==> config.mk <==
export PLATFORM = sky130hd
export DESIGN_NAME = serial_latched_driver
export DESIGN_NICKNAME = d
export VERILOG_FILES = /design/src/rtl/sipo_drv_pkg.sv /design/src/rtl/sipo_shift_chain.sv /design/src/rtl/sipo_hold_bank.sv /design/src/rtl/sipo_out_gate.sv /design/src/rtl/serial_latched_driver.sv
export SDC_FILE = /design/constraint.sdc
export NUM_CORES = 1
export LEC_CHECK = 0
export BUFFER_PORTS_ARGS = -buffer_cell sky130_fd_sc_hd__buf_4
export CAP_MARGIN = 20
export CORE_AREA = 10 10 47 49
export DETAILED_ROUTE_END_ITERATION = 8
export DIE_AREA = 0 0 57 59
export PLACE_DENSITY = 0.83
export RECOVER_POWER = 50
export SLEW_MARGIN = 20
export SYNTH_ARGS = -nofsm -noshare
export SYNTH_HDL_FRONTEND = slang
export SYNTH_SLANG_ARGS = --single-unit
==> constraint.sdc <==
create_clock -name clk -period 0.8 [get_ports clk]
set_input_delay 0.24 -clock clk [delete_from_list [all_inputs] [get_ports clk]]
set_output_delay 0.24 -clock clk [all_outputs]
set_load 0.02 [all_outputs]
==> src/rtl/sipo_drv_pkg.sv <==
package sipo_drv_pkg;
    typedef enum logic {
        HOLD_CLOCKED     = 1'b0,
        HOLD_TRANSPARENT = 1'b1
    } hold_mode_e;

    localparam int DEFAULT_STAGES = 8;
endpackage

==> src/rtl/sipo_shift_chain.sv <==
module sipo_shift_chain #(
    parameter int STAGES = sipo_drv_pkg::DEFAULT_STAGES
) (
    input  logic              clk,
    input  logic              rst,
    input  logic              shift_en,
    input  logic              ser_in,
    output logic [STAGES-1:0] stage_q
);
    localparam int LAST = STAGES - 1;

    always_ff @(posedge clk) begin
        if (rst) begin
            stage_q <= '0;
        end else if (shift_en) begin
            stage_q <= {stage_q[LAST-1:0], ser_in};
        end
    end

    // chain cleared one edge after reset
    a_r1_chain_cleared: assert property (@(posedge clk)
        rst |=> (stage_q == '0));

    // no shift pulse, no movement
    a_r2_idle_keeps: assert property (@(posedge clk) disable iff (rst)
        !shift_en |=> $stable(stage_q));

    // the last stage is fed from its neighbour
    a_r3_last_fed: assert property (@(posedge clk) disable iff (rst)
        shift_en |=> (stage_q[LAST] == $past(stage_q[LAST-1])));
endmodule

==> src/rtl/sipo_hold_bank.sv <==
module sipo_hold_bank #(
    parameter int                       STAGES    = sipo_drv_pkg::DEFAULT_STAGES,
    parameter sipo_drv_pkg::hold_mode_e HOLD_MODE = sipo_drv_pkg::HOLD_CLOCKED
) (
    input  logic              clk,
    input  logic              rst,
    input  logic              strobe,
    input  logic [STAGES-1:0] chain_d,
    output logic [STAGES-1:0] hold_q
);
    generate
        if (HOLD_MODE == sipo_drv_pkg::HOLD_CLOCKED) begin : g_clocked
            always_ff @(posedge clk) begin
                if (rst) begin
                    hold_q <= '0;
                end else if (strobe) begin
                    hold_q <= chain_d;
                end
            end

            // strobe low keeps the hold bank
            a_r4_keep_when_low: assert property (@(posedge clk) disable iff (rst)
                !strobe |=> $stable(hold_q));

            // hold bank cleared one edge after reset
            a_r1_hold_cleared: assert property (@(posedge clk)
                rst |=> (hold_q == '0));
        end else begin : g_transparent
            always_latch begin
                if (rst) begin
                    hold_q = '0;
                end else if (strobe) begin
                    hold_q = chain_d;
                end
            end
        end
    endgenerate
endmodule

==> src/rtl/sipo_out_gate.sv <==
module sipo_out_gate #(
    parameter int STAGES = sipo_drv_pkg::DEFAULT_STAGES
) (
    input  logic              enable_n,
    input  logic [STAGES-1:0] hold_d,
    output logic [STAGES-1:0] drv_on
);
    genvar k;
    generate
        for (k = 0; k < STAGES; k++) begin : g_ch
            assign drv_on[k] = hold_d[k] & ~enable_n;
        end
    endgenerate
endmodule

==> src/rtl/serial_latched_driver.sv <==
module serial_latched_driver #(
    parameter int                       STAGES    = sipo_drv_pkg::DEFAULT_STAGES,
    parameter sipo_drv_pkg::hold_mode_e HOLD_MODE = sipo_drv_pkg::HOLD_CLOCKED
) (
    input  logic              clk,
    input  logic              rst,
    input  logic              ser_in,
    input  logic              shift_en,
    input  logic              strobe,
    input  logic              enable_n,
    output logic              ser_out,
    output logic [STAGES-1:0] drv_on
);
    logic [STAGES-1:0] chain_q;
    logic [STAGES-1:0] hold_q;

    sipo_shift_chain #(.STAGES(STAGES)) u_chain (
        .clk      (clk),
        .rst      (rst),
        .shift_en (shift_en),
        .ser_in   (ser_in),
        .stage_q  (chain_q)
    );

    sipo_hold_bank #(.STAGES(STAGES), .HOLD_MODE(HOLD_MODE)) u_hold (
        .clk     (clk),
        .rst     (rst),
        .strobe  (strobe),
        .chain_d (chain_q),
        .hold_q  (hold_q)
    );

    sipo_out_gate #(.STAGES(STAGES)) u_gate (
        .enable_n (enable_n),
        .hold_d   (hold_q),
        .drv_on   (drv_on)
    );

    assign ser_out = chain_q[STAGES-1];

    // disabled outputs are all off
    a_r5_blank_when_disabled: assert property (@(posedge clk) disable iff (rst)
        enable_n |-> (drv_on == '0));

    // an active output always has a held 1 behind it
    a_r6_on_needs_hold: assert property (@(posedge clk) disable iff (rst)
        ((drv_on & ~hold_q) == '0));
endmodule

# Yosys cells after proc, flatten, opt, wreduce, memory -nomap -nowiden
# Index checks and enable logic that the tools add are counted.
[word_totals] reg_bits=16 input_bits=6 output_inout_bits=9 elab_cells=11
[classes] bitwise_logic=9
[ops] op="bitwise AND 1 bit" count=8
[ops] op="inverter 1 bit" count=1

# Logic depth before layout (Yosys ltp)
# Gate-level depths: netlist of run 1.
[depth] ltp_word=2 ltp_mapped=3 ltp_nobuf=2

# By module
# A second synthesis of run 1 with hierarchy kept.
[hier_totals] cells_unflattened=60 area_unflattened_um2=620.6
[by_module_without_submodules] module="sipo_hold_bank" n_inst=1 cells_per_inst=26 area_each_um2=285.3 seq_area_each_um2=160.2
[by_module_without_submodules] module="sipo_shift_chain" n_inst=1 cells_per_inst=26 area_each_um2=285.3 seq_area_each_um2=160.2
[by_module_without_submodules] module="sipo_out_gate" n_inst=1 cells_per_inst=8 area_each_um2=50.0 seq_area_each_um2=0.0

# Worst setup path before layout of run 1
# OpenSTA, ideal clock, no wires.
[synth_timing] kind="register to output" start="register u_hold.hold_q[0]" end="output port drv_on[0]" t_arrival_ns=0.633 required_time_ns=0.560 path_slack_ns=-0.073 stages_incl_launch_ff=2 n_path_buf=0 cell_sequence="dfxtp_1 > nor2b_1"
[synth_via] elab_chain_len=1
[synth_rtl] item="from (decl)" line_no="sipo_hold_bank.sv:9" text="output logic [STAGES-1:0] hold_q"
[synth_rtl] item="from (signal assigned)" line_no="sipo_hold_bank.sv:17" text="hold_q <= chain_d;"
[synth_rtl] item="bitwise AND 1 bit" line_no="sipo_out_gate.sv:11" text="assign drv_on[k] = hold_d[k] & ~enable_n;"
[synth_rtl] item="to (decl)" line_no="serial_latched_driver.sv:12" text="output logic [STAGES-1:0] drv_on"
# No other way between the ends.

# Worst setup path in the final report of run 1
[layout_timing] start="register u_hold.hold_q[3]" end="output port drv_on[3]"
# Same word-level chain as after synthesis.

==> impl_summary.txt, run 1 <==
----------------------------------------------------
[Drt]
  Drt total wl ... 1170 um
  Number of optimization iterations in the first detailed-route pass ... 3
  Via count of the routed design ... 434
  Routed length per placed instance ... 12.9 um
  DRC errors left ... 0
  Detailed-route vias per instance ... 4.77
  First DRT Iteration DRCs ... 10
  Post-detailed-route count of antenna-violating nets ... 0

[Cells and area]
  Final cell utilization of the core ... 62.0%
  Antenna Diode Count ... 0
  Cell area after layout ... 868 um2
  Filler cells ... 115
  Final instance count without filler cells ... 91
  Register cell area after layout ... 332 um2
  Multi-input combinational cell area ... 330 um2
  Ratio of cells with drive above 1 in the final layout ... 48.0%
  Layout net count ... 82
  Area growth, synth to finish ... 38.0%

[CTS]
  CTS max path bufs ... 2
  H-tree Lvls ... 1
  Number of buffers added by the clock tree synthesis step ... 3
  CTS Sinks ... 16
  Worst skew pair latency ... 0.29 ns
  Count of hold-fix buffers inserted at cts ... 0
  Clock tree from TritonCTS ... done
  CTS root buffer ... clkbuf_4
  CTS clock-pin slew for the worst setup and hold paths ... 0.09 ns

[Power]
  Worst IR Drop VDD ... 983 uV
  Leakage ... 0.000376 uW
  Register share of total power ... 56.2%
  Total power density per cell area ... 1660 mW/mm2
  Net switching component of the power ... 317 uW
  Combinational power share ... 7.1%
  Int Power ... 1130 uW
  Part of the power in the clock network ... 36.8%
  Sw frac ... 21.9%

[Floorplan]
  Die extent in y ... 59 um
  Die W ... 57 um
  Die area ... 0.00336 mm2
  Std-Cell Rows ... 14
  Area of the core region ... 0.00140 mm2
  Initial core utilization ... 44.9%
  Number of I/O pins ... 15

[Critical path]
  Kind of end point of the critical path ... output pin
  Critical Path Fanout Max ... 2
  Data required, critical path ... 0.56 ns
  Endpoint arrival time on the critical path ... 0.87 ns
  Worst Setup Start Kind ... flop
  Classification of the worst setup path ... reg -> out

[Synthesis]
  Average instance area after synthesis ... 10.5 um2
  #FFs+latches synth ... 16
  Netlist cell types ... 6
  Cell count after synthesis ... 60
  Yosys warnings ... 0
  Area share of and/or/nand/nor cells after synthesis ... 17.5%
  Xor/xnor cell area share of the yosys netlist ... 0%
  Post-Syn Area ... 629 um2
  Syn Nets ... 66
  Area fraction in compound gates after synthesis ... 0%
  Mux cell area share after synthesis ... 25.4%
  Area share of fa/ha/maj cells after synthesis ... 0%
  Sequential fraction of the synthesis area ... 50.9%
  Dominant combinational cell family by area after synthesis ... multiplexers

[STA]
  RSZ-0062 raised after global routing ... yes
  Number of endpoints failing setup at the final stage ... 9
  Pins Over Slew Limit ... 0
  Fraction of the cycle the final worst path needs ... 139%
  Measured slew at the worst slew-check pin ... 0.233 ns
  Final worst clock skew ... 0.00201 ns
  Max-slew headroom ... 84.5%
  Min Clock Period, post-route ... 1.11 ns
  Final worst-path setup slack ... -0.314 ns
  Fin. Hold Viols ... 0
  Post-Route Setup TNS ... -2.65 ns
  Achievable frequency ... 898 MHz

[Global route]
  Antenna violations before repair ... 0
  First-pass GRT wire length ... 2090 um
  Via count of the first global-routing pass ... 457
  Largest net degree at the start of global routing ... 17
  Overflow after GRT ... 0
  Total GRT Usage ... 7.78%

[Placed design]
  Number of cells in the design after placement ... 86
  Weighted congestion at the end of routability-driven global placement ... 0.708
  Post-place instance area ... 736 um2
  Buffers on Ports ... 14
  Hpwl dp ... 831 um
  Dpl ws ... -0.0950 ns

[Run status]
  Result of the run ... finished with violations
  Failing checks ... setup timing

[Worst hold path]
  Hold/Removal Path Class ... in -> reg

[Flow run]
  Count of max-cap constraint violations ... 0

----------------------------------------------------
[cells by family (layout without fill, tap and decap cells)]
logic type    Yosys count  count (layout)
buf+inv                 4              19
simple gates           24              24
flops                  16              16
mux                    16              16
[power groups by stage]
stage | logic, uW | registers, uW | clock network (uW)
floorplan | 71.3 | 828 | 0
global placement | 90.7 | 829 | 0
detailed placement | 92.0 | 829 | 0
CTS | 103 | 811 | 552
global route | 112 | 813 | 574
finish | 102 | 811 | 531
[flip-flops by register name (all words and copies together), names as in the netlist]
name             flops
u_chain.stage_q      8
u_hold.hold_q        8
[per-layer routing]
| metal | track usage [%] | up-vias | routed length, um |
|---|---|---|---|
| met5 | 0 | - | 0 |
| met4 | 5.03 | 0 | 20 |
| met3 | 2.79 | 2 | 71 |
| met2 | 12.4 | 8 | 605 |
| met1 | 8.57 | 199 | 474 |
| li1 | - | 225 | - |
[cells in the mapped netlist]
cell / n / area share, %
clkbuf_2: 1 / 0.79
nor2_1: 16 / 9.5
mux2i_1: 16 / 25
dfxtp_1: 16 / 51
buf_6: 3 / 5.4
nor2b_1: 8 / 8.0
[path summary, 6_finish.rpt]
| path | startpoint | endpoint | slack (ns) | cells after the start |
|---|---|---|---|---|
| worst min register to register | u_hold.hold_q[7] | u_hold.hold_q[7] | 0.49 | 2 |
| worst max-delay path | u_hold.hold_q[3] | drv_on[3] | -0.31 | 2 |
| worst min-delay path | ser_in | u_chain.stage_q[0] | 0.18 | 3 |
| worst max register to register | u_chain.stage_q[7] | u_chain.stage_q[7] | 0.06 | 3 |
[cell type report]
| type | count | share of cell area, % |
|---|---|---|
| well taps | 16 | 2.31 |
| repair buffers | 15 | 17.3 |
| clock buffers | 4 | 4.18 |
| flip-flops and latches | 16 | 38.2 |
| multi-input cells | 40 | 38.0 |
[timing repair]
action	CTS	global route
pin swaps	0	1
resized for setup	26	1
endpoints found under the setup margin	9	10
buffers inserted	1	0
[critical path, cell delays in order (launching register included)]
cell and delay [ns]:
dfxtp_2 0.33, nor2b_4 0.13, buf_6 0.12
[stage by stage]
stage / total power [uW] / hold slack, ns
finish: 1440 / 0.185
CTS: 1470 / 0.182
detailed placement: 921 / 0.472
global placement: 920 / 0.466
global route: 1500 / 0.215
floorplan: 899 / 0.387
[cell usage in the layout, fill, tap and decap left out]
cell type,count
nor2_1,16
buf_4,5
dfxtp_2,9
clkbuf_4,3
dfxtp_1,7
mux2i_1,16
clkbuf_8,1
nor2b_4,8
buf_6,10
Note: power is estimated with default switching activity, not from simulation.
==> inputs of run 2 (changes only) <==
--- a/config.mk
+++ b/config.mk
@@ -7,10 +7,10 @@
 export LEC_CHECK = 0
 export BUFFER_PORTS_ARGS = -buffer_cell sky130_fd_sc_hd__buf_4
 export CAP_MARGIN = 20
-export CORE_AREA = 10 10 47 49
+export CORE_MARGIN = 10
+export CORE_UTILIZATION = 44
 export DETAILED_ROUTE_END_ITERATION = 8
-export DIE_AREA = 0 0 57 59
-export PLACE_DENSITY = 0.83
+export PLACE_DENSITY = 0.81
 export RECOVER_POWER = 50
 export SLEW_MARGIN = 20
 export SYNTH_ARGS = -nofsm -noshare
==> constraint.sdc (replaced) <==
create_clock -name clk -period 1 [get_ports clk]
set_input_delay 0.3 -clock clk [delete_from_list [all_inputs] [get_ports clk]]
set_output_delay 0.3 -clock clk [all_outputs]
set_load 0.02 [all_outputs]
==> run 2 against run 1 <==
  * The run still ends with setup timing left
  * Sequential power down 20%
  * Via count up 4.6%
  * Combinational power down 18%
  * Non-clock buffer count unchanged
  * Die area down 0.59%
  * Global-route usage down 0.56 points
  * Critical path type unchanged
  * Register-to-register slack better by 0.21 ns
  * Sequential share of layout area up 0.84 points
  * Cell count down 2.2%
  * Largest power group unchanged
  * Clock-buffer cell count down 1
  * Sequential cell count unchanged
  * First-iteration DRC count up 20%
==> impl_summary.txt, run 2 (synthesis results as in run 1) <==
----------------------------------------------------
[CTS]
  Count of hold-fix buffers inserted at cts ... 0 (unchanged)
  H-tree Lvls ... 1 (unchanged)
  Clock tree from TritonCTS ... done
  Worst skew pair latency ... 0.27 ns (-0.02 ns)
  CTS Sinks ... 16 (unchanged)
  CTS max path bufs ... 2 (unchanged)
  CTS root buffer ... clkbuf_4
  Number of buffers added by the clock tree synthesis step ... 3 (unchanged)
  CTS clock-pin slew for the worst setup and hold paths ... 0.09 ns (about the same)

[Floorplan]
  Die area ... 0.00334 mm2 (-0.59%)
  Die extent in y ... 57.8 um (-2.0%)
  Number of I/O pins ... 15 (unchanged)
  Die W ... 57.8 um (+1.4%)
  Std-Cell Rows ... 13 (-1)
  Initial core utilization ... 47.8% (+2.9 points)
  Area of the core region ... 0.00132 mm2 (-6.0%)

[Drt]
  Drt total wl ... 1290 um (+9.8%)
  Detailed-route vias per instance ... 5.10 (+7.0%)
  Number of optimization iterations in the first detailed-route pass ... 5 (+2)
  Top layer used by detailed routing ... met4
  DRC errors left ... 0 (unchanged)
  Metal-1 WL ... 570 um (+20%)
  Post-detailed-route count of antenna-violating nets ... 0 (unchanged)
  Routed length per placed instance ... 14.5 um (+12%)
  Via count of the routed design ... 454 (+4.6%)
  Met2 wire length ... 609 um (+0.66%)
  Routed wl met3 ... 102 um (+44%)
  First DRT Iteration DRCs ... 12 (+2)

[Cells and area]
  Ratio of cells with drive above 1 in the final layout ... 47.3% (-0.70 points)
  Most frequent cells in the layout ... mux2i_1 (16), nor2_1 (16), buf_6 (9), dfxtp_2 (9), nor2b_4 (8)
  Area growth, synth to finish ... 35.0%
  Top flop regs ... u_chain.stage_q: 8 flops, u_hold.hold_q: 8 flops
  Antenna Diode Count ... 0 (unchanged)
  Cell area after layout ... 850 um2 (-2.2%)
  Filler cells ... 115 (unchanged)
  Layout net count ... 82 (unchanged)

[Power]
  Tot Pwr ... 1060 uW (-27%)
  Leakage ... 0.000368 uW (-1.9%)
  Worst IR Drop VDD ... 924 uV (-6.0%)
  Total power density per cell area ... 1250 mW/mm2 (-25%)

[Critical path]
  CP delay by family, top ... flip-flops
  Data required, critical path ... 0.70 ns (+0.14 ns)
  Kind of end point of the critical path ... output pin
  Endpoint arrival time on the critical path ... 0.87 ns (about the same)
  Cell chain of the critical path ... nor2b_4, buf_6
  Count of buffer and inverter cells on the critical path ... 1 (unchanged)
  Worst Setup Start Kind ... flop
  Cell type of the slowest stage on the worst timing path ... dfxtp_2
  Classification of the worst setup path ... reg -> out
  Critical Path Max Stage Delay ... 0.34 ns (about the same)
  Critical Path Fanout Max ... 2 (unchanged)

[STA]
  RSZ-0062 raised after global routing ... yes
  Fin. Hold Viols ... 0 (unchanged)
  Final worst-path setup slack ... -0.172 ns (+0.142 ns)
  Pins Over Slew Limit ... 0 (unchanged)
  Number of endpoints failing setup at the final stage ... 9 (unchanged)
  Min Clock Period, post-route ... 1.17 ns
  Measured slew at the worst slew-check pin ... 0.236 ns (+0.00254 ns)
  Fraction of the cycle the final worst path needs ... 117%
  Max-slew headroom ... 84.3% (-0.17 points)
  Final worst clock skew ... 0.000441 ns (-0.00157 ns)
  Achievable frequency ... 853 MHz

[Global route]
  Overflow after GRT ... 0 (unchanged)
  Antenna violations before repair ... 0 (unchanged)
  Total GRT Usage ... 7.22% (-0.56 points)
  Largest net degree at the start of global routing ... 17 (unchanged)
  First-pass GRT wire length ... 1940 um (-7.3%)
  Via count of the first global-routing pass ... 442 (-3.3%)

[Run status]
  Failing checks ... setup timing
  Result of the run ... finished with violations

[Placed design]
  Post-place instance area ... 714 um2 (-2.9%)
  Buffers on Ports ... 14 (unchanged)
  Weighted congestion at the end of routability-driven global placement ... 0.667 (-5.8%)

[Worst hold path]
  Hold/Removal Path Class ... in -> reg

[Flow run]
  Count of max-cap constraint violations ... 0 (unchanged)

----------------------------------------------------
## run 2: power breakdown
| part | total, uW | switching (uW) | internal [uW] |
|---|---|---|---|
| logic | 84.1 | 48.3 | 35.8 |
| clock network | 324 | 185 | 139 |
| registers | 650 | 5.37 | 644 |
## run 2: final cells by class
type                       instances  area, um2  area share, %
sequential                        16        332           39.0
multi-input combinational         40        330           38.9
timing repair buffer              15        146           17.2
clock buffer                       3       22.5           2.65
tap                               15       18.8           2.21
## run 2: path summary, 6_finish.rpt
check | slack (ns) | to | start | cells past startpoint
hold reg to reg | 0.49 | u_hold.hold_q[7] | u_hold.hold_q[7] | 2
setup reg to reg | 0.27 | u_hold.hold_q[7] | u_chain.stage_q[7] | 3
hold / removal | 0.26 | u_chain.stage_q[0] | ser_in | 3
setup / recovery | -0.17 | drv_on[0] | u_hold.hold_q[0] | 2
## run 2: worst register-to-register path: cells and delay by family, from the launching register on
kind / cells / cell delay (ns)
buffers and inverters: 1 / 0.13
DFF: 1 / 0.33
muxes: 1 / 0.12
and+or+nand+nor: 1 / 0.05
## run 2: metrics by stage
step | setup TNS (ns) | hold WS (ns) | instances | setup slack [ns] | utilization [%]
after floorplan | 0 | 0.447 | 60 | 0.0666 | -
after global placement | -0.0700 | 0.464 | 85 | -0.0175 | 54.2
after detailed placement | -0.0807 | 0.473 | 85 | -0.0170 | 54.2
after CTS | -1.47 | 0.260 | 89 | -0.185 | 57.6
after global routing | -1.66 | 0.284 | 89 | -0.203 | 64.5
final | -1.29 | 0.260 | 89 | -0.172 | 64.5
## run 2: routing by layer
| layer | global-route usage (%) | vias up |
|---|---|---|
| li1 | - | 222 |
| met1 | 8.24 | 213 |
| met2 | 11.2 | 17 |
| met3 | 2.83 | 2 |
| met4 | 4.03 | 0 |
| met5 | 0 | - |
## run 2: repair_timing
item,in CTS,in global routing
gates resized for setup,10,21
buffers inserted,1,0
setup endpoints to repair,9,9
==> inputs of run 3 (changes only) <==
--- a/config.mk
+++ b/config.mk
@@ -5,13 +5,13 @@
 export SDC_FILE = /design/constraint.sdc
 export NUM_CORES = 1
 export LEC_CHECK = 0
-export BUFFER_PORTS_ARGS = -buffer_cell sky130_fd_sc_hd__buf_4
 export CAP_MARGIN = 20
-export CORE_MARGIN = 10
-export CORE_UTILIZATION = 44
+export CORE_AREA = 10 10 47 49
 export DETAILED_ROUTE_END_ITERATION = 8
-export PLACE_DENSITY = 0.81
-export RECOVER_POWER = 50
+export DIE_AREA = 0 0 57 59
+export DONT_BUFFER_PORTS = 1
+export PLACE_DENSITY = 0.75
+export RECOVER_POWER = 100
 export SLEW_MARGIN = 20
 export SYNTH_ARGS = -nofsm -noshare
 export SYNTH_HDL_FRONTEND = slang
==> run 3 against run 2 <==
  * The run still ends with setup timing left
  * Final area fell by 9.7%
  * Clock skew about the same
  * Core utilization is 9.8 points lower
  * Cell count is 5.6% lower
  * Total power fell by 5.7%
  * Combinational power is 64% lower
  * Global-route usage decreased by 0.45 points
  * Highest routed layer unchanged
==> impl_summary.txt, run 3 (synthesis results as in run 1) <==
----------------------------------------------------
[Run status]
  Result of the run ... finished with violations
  Failing checks ... setup timing

[Floorplan]
  Die area ... 0.00336 mm2 (+0.59%)
  Die extent in y ... 59 um (+2.0%)
  Std-Cell Rows ... 14 (+1)
  Die W ... 57 um (-1.4%)
  Initial core utilization ... 44.9% (-2.9 points)
  Number of I/O pins ... 15 (unchanged)
  Area of the core region ... 0.00140 mm2 (+6.4%)

[Critical path]
  Kind of end point of the critical path ... output pin
  Count of buffer and inverter cells on the critical path ... 1 (unchanged)
  FF-to-FF End ... u_hold.hold_q[7]
  Critical path endpoint ... drv_on[1]
  CP delay by family, top ... flip-flops
  Critical Path Max Stage Delay ... 0.32 ns (-0.02 ns)
  R2R depth ... 2 (-1)
  Register-to-Register Setup Slack ... 0.26 ns (about the same)
  Crit path depth ... 2 (unchanged)
  Cell chain of the critical path ... nor2b_1, buf_4
  Classification of the worst setup path ... reg -> out
  Critical Path Fanout Max ... 2 (unchanged)
  Origin of the worst setup path ... u_hold.hold_q[1]
  Cell type of the slowest stage on the worst timing path ... dfxtp_2
  Worst Setup Start Kind ... flop
  Endpoint arrival time on the critical path ... 0.87 ns (about the same)
  Data required, critical path ... 0.70 ns (about the same)
  Reg-to-reg critical path startpoint ... u_chain.stage_q[7]

[Flow run]
  Count of max-cap constraint violations ... 0 (unchanged)

[STA]
  Number of endpoints failing setup at the final stage ... 9 (unchanged)
  Final worst clock skew ... 0.000890 ns (+0.000449 ns)
  Max-slew headroom ... 81.9% (-2.4 points)
  Fin. Hold Viols ... 0 (unchanged)
  RSZ-0062 raised after global routing ... yes
  Measured slew at the worst slew-check pin ... 0.272 ns (+0.0360 ns)
  Pins Over Slew Limit ... 0 (unchanged)
  Final worst-path setup slack ... -0.174 ns (-0.00148 ns)
  Achievable frequency ... 852 MHz (-0.13%)
  Fraction of the cycle the final worst path needs ... 117% (+0.15 points)
  Post-Route Setup TNS ... -1.34 ns (-0.0509 ns)
  Min Clock Period, post-route ... 1.17 ns (+0.00148 ns)

[Drt]
  First DRT Iteration DRCs ... 1 (-11)
  Number of optimization iterations in the first detailed-route pass ... 2 (-3)
  Via count of the routed design ... 408 (-10%)
  Routed length per placed instance ... 13.3 um (-8.2%)
  DRC errors left ... 0 (unchanged)
  Drt total wl ... 1120 um (-13%)
  Detailed-route vias per instance ... 4.86 (-4.8%)
  Post-detailed-route count of antenna-violating nets ... 0 (unchanged)

[Power]
  Tot Pwr ... 998 uW (-5.7%)
  Total power density per cell area ... 1300 mW/mm2 (+4.5%)
  Worst IR Drop VDD ... 1030 uV (+12%)
  Leakage ... 0.000335 uW (-9.0%)

[Cells and area]
  Top flop regs ... u_chain.stage_q: 8 flops, u_hold.hold_q: 8 flops
  Layout net count ... 76 (-7.3%)
  Antenna Diode Count ... 0 (unchanged)
  Most frequent cells in the layout ... mux2i_1 (16), nor2_1 (16), dfxtp_1 (8), dfxtp_2 (8)
  Final instance count without filler cells ... 84 (-5.6%)
  Filler cells ... 140 (+22%)
  Area growth, synth to finish ... 21.9%
  Ratio of cells with drive above 1 in the final layout ... 36.8% (-11 points)

[Placed design]
  Weighted congestion at the end of routability-driven global placement ... 0.650 (-2.5%)
  Buffers on Ports ... 0 (-14)
  Number of cells in the design after placement ... 80 (-5.9%)

[CTS]
  CTS Sinks ... 16 (unchanged)
  H-tree Lvls ... 1 (unchanged)
  Number of buffers added by the clock tree synthesis step ... 3 (unchanged)
  Worst skew pair latency ... 0.28 ns (about the same)
  CTS max path bufs ... 2 (unchanged)
  Clock tree from TritonCTS ... done
  CTS clock-pin slew for the worst setup and hold paths ... 0.08 ns (about the same)
  CTS root buffer ... clkbuf_4

[Global route]
  Largest net degree at the start of global routing ... 17 (unchanged)
  Overflow after GRT ... 0 (unchanged)
  Total GRT Usage ... 6.77% (-0.45 points)
  Antenna violations before repair ... 0 (unchanged)
  First-pass GRT wire length ... 1800 um (-7.1%)
  Via count of the first global-routing pass ... 406 (-8.1%)

[Worst hold path]
  Hold/Removal Path Class ... in -> reg

----------------------------------------------------
run 3: cell type report:
cell class                 count  area [um2]  area share, %
sequential                    16         330           43.1
timing repair buffer           9        86.3           11.3
tap                           16        20.0           2.61
clock buffer                   3        22.5           2.94
multi-input combinational     40         308           40.1
run 3: power breakdown:
part / switching [uW] / internal [uW] / total [uW]
logic: 7.50 / 23.1 / 30.6
registers: 4.85 / 644 / 649
clock network: 178 / 140 / 318
run 3: timing repair:
action,4_1_cts,5_1_grt
setup buffers,0,1
gates resized for setup,10,12
pin swaps,0,0
setup endpoints to repair,9,8
hold buffers,0,0
run 3: routing by layer:
metal  routed length [um]  GRT usage (%)  part of all wire, %  vias to the layer above
met2                  551           11.2                   49                       10
met5                    0              0                    0                        -
met4                   19           4.03                  1.7                        0
met3                   82           3.86                  7.4                        2
li1                     -              -                    -                      214
met1                  461           6.50                   41                      182
run 3: worst min-delay path by stage:
stage | slack [ns] | startpoint | end | cells after the start
after floorplan | 0.45 | ser_in | u_chain.stage_q[0] | 2
final | 0.07 | rst | u_hold.hold_q[3] | 1
after global routing | 0.06 | rst | u_hold.hold_q[7] | 1
after global placement | 0.37 | rst | u_chain.stage_q[7] | 1
after detailed placement | 0.38 | rst | u_chain.stage_q[2] | 1
after CTS | 0.07 | rst | u_hold.hold_q[3] | 1
run 3: per-stage QoR:
stage / setup slack, ns / hold slack (ns) / area [um2] / util [%]
6_report: -0.174 / 0.0729 / 767 / 54.7
5_1_grt: -0.207 / 0.0614 / 767 / 54.7
4_1_cts: -0.194 / 0.0669 / 707 / 50.4
3_5_place_dp: 0.121 / 0.377 / 671 / 47.9
3_3_place_gp: 0.128 / 0.374 / 671 / 47.9
2_1_floorplan: 0.0666 / 0.447 / 629 / -
